--- src/rtl/apt_pkg.sv ---
package apt_pkg;

  localparam int PTE_W  = 32;
  localparam int PA_W   = 40;
  localparam int PG_W   = 12;
  localparam int PPG_W  = PA_W - PG_W;

  typedef enum logic [1:0] {
    ST_IDLE  = 2'd0,
    ST_FETCH = 2'd1,
    ST_WAIT  = 2'd2
  } xl_state_e;

  // rebuild the physical page number from a table entry
  function automatic logic [PPG_W-1:0] pte_page(input logic [PTE_W-1:0] e);
    return {e[11:4], e[31:12]};
  endfunction

  function automatic logic pte_valid(input logic [PTE_W-1:0] e);
    return e[0];
  endfunction

  // entry encoder for the table filler: valid and coherent both set
  function automatic logic [PTE_W-1:0] pte_make(input logic [PA_W-1:0] pa);
    return {pa[31:12], pa[39:32], 2'b00, 1'b1, 1'b1};
  endfunction

endpackage

--- src/rtl/apt_rst_sync.sv ---
module apt_rst_sync #(
  parameter int STAGES = 2
) (
  input  logic clk,
  input  logic rst_n,
  output logic rst_sync_n
);

  logic [STAGES-1:0] sh_q;

  always_ff @(posedge clk or negedge rst_n) begin
    if (!rst_n) sh_q <= '0;
    else        sh_q <= {sh_q[STAGES-2:0], 1'b1};
  end

  assign rst_sync_n = sh_q[STAGES-1];

endmodule

--- src/rtl/apt_decode.sv ---
module apt_decode #(
  parameter int CFG_W   = 32,
  parameter int BUS_W   = 32,
  parameter int PG_W    = 12,
  parameter int BF_W    = 15,
  parameter int BASE_SH = 25,
  parameter int ORD_LSB = 1,
  parameter int ORD_W   = 3,
  parameter int MIN_SH  = 25,
  localparam int IDX_W  = BUS_W - PG_W
) (
  input  logic [CFG_W-1:0] cfg_base,
  input  logic [CFG_W-1:0] cfg_ctrl,
  input  logic [BUS_W-1:0] addr,
  output logic             hit,
  output logic [IDX_W-1:0] idx
);

  logic [ORD_W-1:0] ord;
  logic [63:0]      base_w, size_w, lim_w, addr_w, off_w;
  logic             win_en;
  logic             unused_dec;

  always_comb begin
    ord    = cfg_ctrl[ORD_LSB +: ORD_W];
    base_w = 64'(cfg_base[BF_W-1:0]) << BASE_SH;
    size_w = (64'd1 << MIN_SH) << ord;
    lim_w  = base_w + size_w;
    addr_w = 64'(addr);
    win_en = (base_w != 64'd0) && (size_w != 64'd0) &&
             (lim_w <= (64'd1 << BUS_W));
    hit    = win_en && (addr_w >= base_w) && (addr_w < lim_w);
    off_w  = addr_w - base_w;
    idx    = off_w[PG_W +: IDX_W];
  end

  assign unused_dec = ^{cfg_base[CFG_W-1:BF_W], cfg_ctrl[CFG_W-1:ORD_LSB+ORD_W],
                        cfg_ctrl[ORD_LSB-1:0], off_w[63:PG_W+IDX_W], off_w[PG_W-1:0]};

endmodule

--- src/rtl/apt_cache.sv ---
module apt_cache #(
  parameter int ENTRIES = 4,
  parameter int TAG_W   = 20,
  parameter int DATA_W  = 28,
  localparam int PTR_W  = (ENTRIES > 1) ? $clog2(ENTRIES) : 1
) (
  input  logic              clk,
  input  logic              rst_n,
  input  logic              flush,
  input  logic [TAG_W-1:0]  lk_tag,
  output logic              lk_hit,
  output logic [DATA_W-1:0] lk_data,
  input  logic              fill_en,
  input  logic [TAG_W-1:0]  fill_tag,
  input  logic [DATA_W-1:0] fill_data
);

  logic [ENTRIES-1:0] vld_q, vld_d, match;
  logic [TAG_W-1:0]   tag_q  [ENTRIES];
  logic [DATA_W-1:0]  data_q [ENTRIES];
  logic [PTR_W-1:0]   ptr_q, ptr_d;

  for (genvar g = 0; g < ENTRIES; g++) begin : g_way
    assign match[g] = vld_q[g] && (tag_q[g] == lk_tag);
  end

  always_comb begin
    lk_data = '0;
    for (int i = 0; i < ENTRIES; i++) begin
      if (match[i]) lk_data = lk_data | data_q[i];
    end
  end

  assign lk_hit = |match;

  always_comb begin
    vld_d = vld_q;
    ptr_d = ptr_q;
    if (flush) begin
      vld_d = '0;
      ptr_d = '0;
    end else if (fill_en) begin
      vld_d[ptr_q] = 1'b1;
      ptr_d = (ptr_q == PTR_W'(ENTRIES-1)) ? '0 : ptr_q + 1'b1;
    end
  end

  always_ff @(posedge clk or negedge rst_n) begin
    if (!rst_n) begin
      vld_q <= '0;
      ptr_q <= '0;
    end else begin
      vld_q <= vld_d;
      ptr_q <= ptr_d;
    end
  end

  always_ff @(posedge clk) begin
    for (int i = 0; i < ENTRIES; i++) begin
      if (fill_en && (ptr_q == PTR_W'(i))) begin
        tag_q[i]  <= fill_tag;
        data_q[i] <= fill_data;
      end
    end
  end

endmodule

--- src/rtl/apt_xlat.sv ---
module apt_xlat
  import apt_pkg::*;
#(
  parameter int BUS_W   = 32,
  parameter int CACHE_N = 4,
  parameter int RD_LAT  = 2,
  localparam int IDX_W  = BUS_W - PG_W,
  localparam int CNT_W  = $clog2(RD_LAT + 1) + 1
) (
  input  logic             clk,
  input  logic             rst_n,
  input  logic [31:0]      cfg_base,
  input  logic [31:0]      cfg_ctrl,
  input  logic             flush,
  input  logic             req_valid,
  output logic             req_ready,
  input  logic [BUS_W-1:0] req_addr,
  output logic             rsp_valid,
  output logic             rsp_err,
  output logic [PA_W-1:0]  rsp_paddr,
  output logic             tbl_rd_en,
  output logic [IDX_W-1:0] tbl_rd_idx,
  input  logic [PTE_W-1:0] tbl_rd_data
);

  logic              rst_in_n;
  xl_state_e         st_q, st_d;
  logic [CNT_W-1:0]  cnt_q, cnt_d;
  logic              drop_q, drop_d;
  logic [IDX_W-1:0]  idx_q;
  logic [PG_W-1:0]   off_q;
  logic              rsp_v_q, rsp_v_d, rsp_err_q, rsp_err_d;
  logic [PA_W-1:0]   rsp_pa_q, rsp_pa_d;
  logic              ld_req, fill_en;
  logic              dec_hit;
  logic [IDX_W-1:0]  dec_idx;
  logic              lk_hit;
  logic [PPG_W-1:0]  lk_data;
  logic              unused_pte;

  apt_rst_sync #(.STAGES(2)) u_rst (
    .clk        (clk),
    .rst_n      (rst_n),
    .rst_sync_n (rst_in_n)
  );

  apt_decode #(.CFG_W(32), .BUS_W(BUS_W), .PG_W(PG_W)) u_dec (
    .cfg_base (cfg_base),
    .cfg_ctrl (cfg_ctrl),
    .addr     (req_addr),
    .hit      (dec_hit),
    .idx      (dec_idx)
  );

  apt_cache #(.ENTRIES(CACHE_N), .TAG_W(IDX_W), .DATA_W(PPG_W)) u_cache (
    .clk       (clk),
    .rst_n     (rst_in_n),
    .flush     (flush),
    .lk_tag    (dec_idx),
    .lk_hit    (lk_hit),
    .lk_data   (lk_data),
    .fill_en   (fill_en),
    .fill_tag  (idx_q),
    .fill_data (pte_page(tbl_rd_data))
  );

  // next-state logic
  always_comb begin
    st_d      = st_q;
    cnt_d     = cnt_q;
    drop_d    = drop_q;
    ld_req    = 1'b0;
    fill_en   = 1'b0;
    rsp_v_d   = 1'b0;
    rsp_err_d = 1'b0;
    rsp_pa_d  = '0;
    unique case (st_q)
      ST_IDLE: begin
        if (req_valid) begin
          if (!dec_hit) begin
            rsp_v_d   = 1'b1;
            rsp_err_d = 1'b1;
          end else if (lk_hit && !flush) begin
            rsp_v_d  = 1'b1;
            rsp_pa_d = {lk_data, req_addr[PG_W-1:0]};
          end else begin
            ld_req = 1'b1;
            drop_d = 1'b0;
            cnt_d  = '0;
            st_d   = ST_FETCH;
          end
        end
      end
      ST_FETCH: begin
        st_d  = ST_WAIT;
        cnt_d = CNT_W'(1);
        if (flush) drop_d = 1'b1;
      end
      ST_WAIT: begin
        if (flush) drop_d = 1'b1;
        if (cnt_q == CNT_W'(RD_LAT)) begin
          st_d    = ST_IDLE;
          rsp_v_d = 1'b1;
          if (pte_valid(tbl_rd_data)) begin
            rsp_pa_d = {pte_page(tbl_rd_data), off_q};
            fill_en  = !drop_q && !flush;
          end else begin
            rsp_err_d = 1'b1;
          end
        end else begin
          cnt_d = cnt_q + 1'b1;
        end
      end
      default: st_d = ST_IDLE;
    endcase
  end

  // control registers
  always_ff @(posedge clk or negedge rst_in_n) begin
    if (!rst_in_n) begin
      st_q      <= ST_IDLE;
      cnt_q     <= '0;
      drop_q    <= 1'b0;
      rsp_v_q   <= 1'b0;
      rsp_err_q <= 1'b0;
      rsp_pa_q  <= '0;
    end else begin
      st_q      <= st_d;
      cnt_q     <= cnt_d;
      drop_q    <= drop_d;
      rsp_v_q   <= rsp_v_d;
      rsp_err_q <= rsp_err_d;
      rsp_pa_q  <= rsp_pa_d;
    end
  end

  // request capture, enabled on a miss
  always_ff @(posedge clk) begin
    if (ld_req) begin
      idx_q <= dec_idx;
      off_q <= req_addr[PG_W-1:0];
    end
  end

  assign req_ready  = (st_q == ST_IDLE);
  assign tbl_rd_en  = (st_q == ST_FETCH);
  assign tbl_rd_idx = idx_q;
  assign rsp_valid  = rsp_v_q;
  assign rsp_err    = rsp_err_q;
  assign rsp_paddr  = rsp_pa_q;
  assign unused_pte = ^tbl_rd_data[3:1];

endmodule

--- config.mk ---
export PLATFORM = sky130hd
export DESIGN_NAME = apt_xlat
export DESIGN_NICKNAME = d
export VERILOG_FILES = /design/src/rtl/apt_pkg.sv /design/src/rtl/apt_rst_sync.sv /design/src/rtl/apt_decode.sv /design/src/rtl/apt_cache.sv /design/src/rtl/apt_xlat.sv
export SDC_FILE = /design/constraint.sdc
export NUM_CORES = 1
export LEC_CHECK = 0
export BUFFER_PORTS_ARGS = -buffer_cell sky130_fd_sc_hd__buf_2
export CORE_ASPECT_RATIO = 0.9
export CORE_UTILIZATION = 30
export DETAILED_ROUTE_END_ITERATION = 8
export PLACE_DENSITY = 0.58
export SYNTH_ARGS = -nofsm -noshare
export SYNTH_HDL_FRONTEND = slang
export SYNTH_SLANG_ARGS = --single-unit
--- constraint.sdc ---
create_clock -name clk -period 1.7 [get_ports clk]
set_clock_uncertainty 0.2 [all_clocks]
set_input_delay 0.34 -clock clk [delete_from_list [all_inputs] [get_ports clk]]
set_output_delay 0.34 -clock clk [all_outputs]
set_load 0.02 [all_outputs]
Word-level counts from Yosys, hierarchy flattened:

Memory sizes are Yosys's and may differ from the RTL's.
Cells that the tools add are included.

* add/sub/neg operators: 4
* $lt $le $gt $ge: 5
* equality and inequality tests: 16
* shifts and indexed selects: 1
* muxes and demuxes: 75
* bitwise logic cells: 4
* reduce and logical (&&, ||, !) cells: 35

Operators with widths (count)
* 40-bit 2-to-1 mux: 5
* 28-bit 2-to-1 mux: 7
* 64-bit nonzero test: 2
* 28-bit OR: 3
* 28-bit OR reduction: 3
* 20-bit == test: 4
* 40-bit case mux with 2 select lines: 1
* 40-bit by 64-bit adder with 64-bit output: 1
* 64-bit by 33-bit <= comparator with 1-bit output, second input constant: 1
* 32-bit by 64-bit less-than comparator with 1-bit output: 1
* 26-bit by 3-bit << shifter with 64-bit output, first input constant: 1
* 20-bit 2-to-1 mux: 3
* 20-bit OR reduction: 3
* 32-bit by 40-bit >= comparator with 1-bit output: 1
* 1-bit 2-to-1 mux: 34
* 32-bit subtractor: 1
* 2-bit 2-to-1 mux: 13
* 1-bit logical AND: 15
* 3-bit 2-to-1 mux: 4
* 5-bit AND reduction: 2
* 3-bit case mux with 3 select lines: 1
* 4-bit 2-to-1 mux: 2
* 2-bit != test, second input constant: 4
* 2-bit == test, second input constant: 3
* other kinds (18): 25

* register bits: 88
* bits in writable memories: 192
* input bits: 132
* output and inout port bits: 64
* word-level logic and storage cells: 153
* memories kept: 2

Memories
* u_cache.data_q: depth 4, bits a word 28, read ports 4, clocked after Yosys merged registers in 0, write ports 1, line apt_cache.sv:20 `logic [DATA_W-1:0] data_q [ENTRIES];`
* u_cache.tag_q: depth 4, bits a word 20, read ports 4, clocked after Yosys merged registers in 0, write ports 1, line apt_cache.sv:19 `logic [TAG_W-1:0] tag_q [ENTRIES];`

Depth between registers and ports, before layout:

* word-level depth: 14
* gate-level depth with buffers: 18
* mapped depth without buffers: 17

By module:

A second synthesis with hierarchy kept.

* cells, all modules: 840
* area total of the unflattened synthesis: 12250.5 µm²

By module, submodules not included
* apt_cache: instances 1, cells each 518, area each 8249.2 µm², sequential area each 5915.7 µm²
* apt_xlat: instances 1, cells each 173, area each 2871.5 µm², sequential area each 2162.1 µm²
* apt_decode: instances 1, cells each 146, area each 1076.0 µm², sequential area each 0.0 µm²
* apt_rst_sync: instances 1, cells each 3, area each 53.8 µm², sequential area each 50.0 µm²

Least setup slack after synthesis:

Ideal clock, no wire load.

* kind: input to register
* start point: in cfg_ctrl[2]
* end point: reg off_q[0], enable pin
* setup time: 0.421 ns
* data arrival time: 4.099 ns
* required time: 1.079 ns
* slack: -3.020 ns
* stages: 16
* buffers on the path: 0
* cells stage by stage: nor3_1 -> ha_1 -> inv_1 -> fa_1 -> nand2b_1 -> a21oi_1 -> o21a_1 -> o31ai_1 -> ha_1 -> o21ai_0 -> a2111oi_0 -> a2111oi_2 -> a41oi_1 -> nor3_1 -> o21ai_0 -> nor2_1

* longest elaborated chain between the ends: 9
* elaborated cells on any way between the ends: 12
* classes of those cells: add/sub (1); order compare (2); shift (1); mux (3); reduce/logical (5)

Ends and longest elaborated chain
* start, declared: line apt_xlat.sv:13 `input logic [31:0] cfg_ctrl,`
* 26-bit by 3-bit << shifter with 64-bit output (*): line apt_decode.sv:27 `size_w = (64'd1 << MIN_SH) << ord;`
* 40-bit by 64-bit adder with 64-bit output or 64-bit nonzero test (tied branches): line apt_decode.sv:28, apt_decode.sv:30
* 64-bit by 33-bit <= comparator with 1-bit output or 1-bit logical AND (tied branches): line apt_decode.sv:31, apt_decode.sv:30
* 1-bit logical AND: line apt_decode.sv:30 `win_en = (base_w != 64'd0) && (size_w != 64'd0) &&`
* 1-bit logical AND: line apt_decode.sv:32 `hit = win_en && (addr_w >= base_w) && (addr_w < lim_w);`
* 1-bit logical AND (*): line apt_decode.sv:32
* 1-bit 2-to-1 mux (*): line apt_xlat.sv:80 `if (!dec_hit) begin`
* 1-bit 2-to-1 mux (*): line apt_xlat.sv:79 `if (req_valid) begin`
* 1-bit 2-to-1 mux (*): line apt_xlat.sv:77 `unique case (st_q)`
* via ld_req: line apt_xlat.sv:34 `logic ld_req, fill_en;`
* end signal, assigned: line apt_xlat.sv:141 `off_q <= req_addr[PG_W-1:0];`
* end, declared: line apt_xlat.sv:31 `logic [PG_W-1:0] off_q;`

The timed path passes the listed nets; every way through them passes the cells marked *.
A chain may end at the register's enable or synchronous reset.

Final worst setup path:

* start point: in cfg_ctrl[3]
* end point: reg rsp_pa_q[14] (netlist: rsp_paddr[14])

* longest elaborated chain between the ends: 9
* elaborated cells on any way between the ends: 12
* classes of those cells: add/sub (1); order compare (2); shift (1); mux (3); reduce/logical (5)

Ends and longest elaborated chain
* 26-bit by 3-bit << shifter with 64-bit output (*): line apt_decode.sv:27
* 40-bit by 64-bit adder with 64-bit output or 64-bit nonzero test (tied branches): line apt_decode.sv:28, apt_decode.sv:30
* 64-bit by 33-bit <= comparator with 1-bit output or 1-bit logical AND (tied branches): line apt_decode.sv:31, apt_decode.sv:30
* 1-bit logical AND: line apt_decode.sv:30
* 1-bit logical AND: line apt_decode.sv:32
* 1-bit logical AND (*): line apt_decode.sv:32
* 40-bit 2-to-1 mux (*): line apt_xlat.sv:80
* 40-bit 2-to-1 mux (*): line apt_xlat.sv:79
* 40-bit case mux with 2 select lines (*): line apt_xlat.sv:77
* via rsp_pa_d[14]: line apt_xlat.sv:33 `logic [PA_W-1:0] rsp_pa_q, rsp_pa_d;`
* end signal, assigned: line apt_xlat.sv:133 `rsp_pa_q <= rsp_pa_d;`
* end, declared: line apt_xlat.sv:33

Marked as above.

==> impl_metrics.toml <==
[status]
outcome = "finished with violations"
violations = "negative hold slack, negative setup slack"

[floorplanning]
io_pins = 196
fp.dieW_um = 214
die_y_um = 193
num_rows = 69
coreArea_mm2 = 0.0397
start_util_pct = 30.6
dieArea_mm2 = 0.0413

[global_routing]
grt_pass1_vias = 9164
grt_overflow = 0
antenna_found_initial = 1
grt_pass1_wl_mm = 56.0
grt_max_degree = 42
gr-usage-all-layers_pct = 17.9

[pwr]
p_per_area_mw_per_mm2 = 845
swShare_pct = 22.8
max-vdd-ir-drop_mv = 0.678
p_seq_share_pct = 46.6
p_comb_share_pct = 10.6
p_leak_uw = 0.00746
p_clk_share_pct = 42.9
internal_power_uw = 12300
p_sw_uw = 3630

[cts]
clock_sinks = 280
clock_latency_ps = 580
clkTransAtPathRegs_ps = 60
clock_path_buffers = 3
cts_tree = "done"
numCtsBuffers = 30
htreeDepth = 1
cts_root_buf = "clkbuf_16"

[cells_and_area]
num_antenna_cells = 0
num-nets-final = 1482
drive_above_1_share_pct = 44.1
layout_commonest_cell = "edfxtp_1"
fillers = 3474
mostFrequentLayoutCells = "edfxtp_1 (224), buf_4 (201), buf_2 (109), buf_6 (63), dlygate4sd3_1 (58)"
area_growth_pct = 55.4

[sta]
setup_slack_ps = -2000
rsz0062_at_grt = "yes"
maxSlewViolCount = 0
fmaxAchievable_mhz = 270
hold_ws_ps = -15.2
layout_min_cycle_time_ps = 3700
final-setup-viol-count = 293
finalHoldViolCount = 13
period_share_pct = 218

[hold_path]
hold_class = "flip-flop to async pin"

[routing]
ant_nets = 0
drt-total-wl_mm = 37.6
drt_iter0_drc = 707
drc = 0
vias_per_cell = 4.81
vias = 9008
dr.pass1.iters = 6
drt-wirelength-per-cell_um = 20.1

[logic_synthesis]
postSynthCellCount = 839
ys_types = 81
synth_nets = 1004
synth_edf_count = 224
synth_top_area_share_pct = 55.4
async_reset_ff_share_pct = 20.0
synth_area_leaders = "edfxtp_1 (55%), dfrtp_1 (12%), xnor2_1 (3.2%)"
ys.flop_type = "edfxtp_1"
yosysSeqAreaShare_pct = 67.0
yosysWarnings = 0
ys_ff_latch = 280
synth_area_leader_cell = "edfxtp_1"
syn_area_per_cell_um2 = 14.5
syn_area_mm2 = 0.0121

[setup_path]
start_kind = "input port"
required_ps = 2010
cp-end-kind = "flip-flop"
crit_arrival_ps = 4010
crit_type = "input port to flip-flop"
critPathMaxFanout = 7

[placed_design]
place_congestion = 0.873
pre_cts_slack_ps = -2600
numPortBuffers = 146
detailed_place_hpwl_mm = 22.7

[run]
max-cap-violations = 0
==> worst max-delay path, cell delays in order <==
cell and delay (ps):
buf_12 120, nor3b_2 180, ha_1 280, and3_4 190
a221oi_2 260, xor2_1 240, ha_1 300, o21ai_4 200
nor2_2 70, a2111oi_4 280, a41oi_2 100, or3_4 410
or4_4 660, clkbuf_16 230, o21ai_2 130
==> final timing paths <==
path                                                 to  depth (start not counted)                           from  slack [ps]
max in group asynchronous       rsp_paddr[10]$_DFF_PN0_                          1        u_rst.sh_q[1]$_DFF_PN0_         700
worst max register to register  tbl_rd_idx[8]$_DFFE_PP_                         14  u_cache.tag_q[2][6]$_DFFE_PP_       -1680
worst min-delay path            rsp_paddr[15]$_DFF_PN0_                          0        u_rst.sh_q[1]$_DFF_PN0_         -20
worst min register to register  rsp_paddr[15]$_DFF_PN0_                          0        u_rst.sh_q[1]$_DFF_PN0_         -20
worst max-delay path            rsp_paddr[14]$_DFF_PN0_                         15                    cfg_ctrl[3]       -2000
min in group clk                      rsp_err$_DFF_PN0_                          4                      req_valid          90
==> layer usage <==
metal  vias up  GRT usage (%)  share of wire [%]
li1       4209              -                  -
met1      4485           25.3                 46
met2       267           28.6                 46
met3        47           3.36                5.8
met4         0           3.62                1.9
met5         -              0                  0
==> what timing repair did <==
action	4_1_cts	5_1_grt
setup buffers	74	31
hold buffers	58	0
pin swaps	34	51
resized for setup	186	81
hold endpoints to repair	184	0
endpoints found under the setup margin	311	312
cloned	22	4
==> registers in the layout, indices dropped and copies added, names as in the netlist <==
register,flops
u_cache.vld_q,4
cnt_q,3
rsp_paddr,40
off_q,12
u_cache.tag_q,80
u_cache.data_q,112
u_cache.ptr_q,2
rsp_err,1
rsp_valid,1
tbl_rd_idx,20
drop_q,1
st_q,2
u_rst.sh_q,2
==> final cells by class <==
class / count / area (um^2) / area share [%]
clock inverter: 23 / 280 / 1.49
inverter: 25 / 115 / 0.611
timing repair buffer: 490 / 4610 / 24.5
clock buffer: 33 / 762 / 4.04
tap: 532 / 666 / 3.53
multi-input combinational: 490 / 4290 / 22.8
sequential: 280 / 8130 / 43.1
==> Yosys cell counts (5+ instances only) <==
cell / number
edfxtp_1: 224
dfrtp_1: 56
xnor2_1: 45
nand2_1: 42
xor2_1: 41
ha_1: 31
a21boi_0: 30
o21ai_1: 29
a222oi_1: 28
clkbuf_1: 28
nor2_1: 28
inv_1: 25
nor4_1: 20
o21ai_0: 16
a21oi_1: 15
nand4_1: 13
a21o_1: 12
a22o_1: 12
buf_2: 11
nor3_1: 9
nand3_1: 8
and2_1: 6
a2111oi_0: 5
a211o_1: 5
mux2i_1: 5
o31ai_1: 5
==> power groups by stage <==
| stage | Clock, uW | Sequential, uW | Combinational [uW] |
|---|---|---|---|
| 2_1_floorplan | 0 | 7570 | 688 |
| 3_3_place_gp | 0 | 7560 | 1400 |
| 3_5_place_dp | 0 | 7560 | 1420 |
| 4_1_cts | 6990 | 7420 | 1610 |
| 5_1_grt | 7240 | 7420 | 1830 |
| 6_report | 6830 | 7420 | 1680 |
==> cells by family after synthesis <==
kind of cell               Yosys count  share of synthesized area, %
muxes                                8                         0.691
adders and majority gates           33                          3.53
AOI/OAI and AO/OA                  191                          11.9
and+or+nand+nor                    167                          7.54
DFF                                280                          67.0
xor gates and xnor gates            90                          6.90
other                                1                        0.0309
buffers and inverters               69                          2.44
==> metrics by stage <==
stage          TNS, ps  utilization, %  cells  power [uW]  instance area [um^2]
2_1_floorplan  -268680               -    839        8260                 12300
3_3_place_gp   -282320            38.1   1654        8960                 15100
3_5_place_dp   -290830            38.1   1654        8980                 15100
4_1_cts        -238510            46.8   1859       16000                 18600
5_1_grt        -275680            47.5   1873       16500                 18900
6_report       -246810            47.5   1873       15900                 18900
Power figures use the tool's default switching activity.
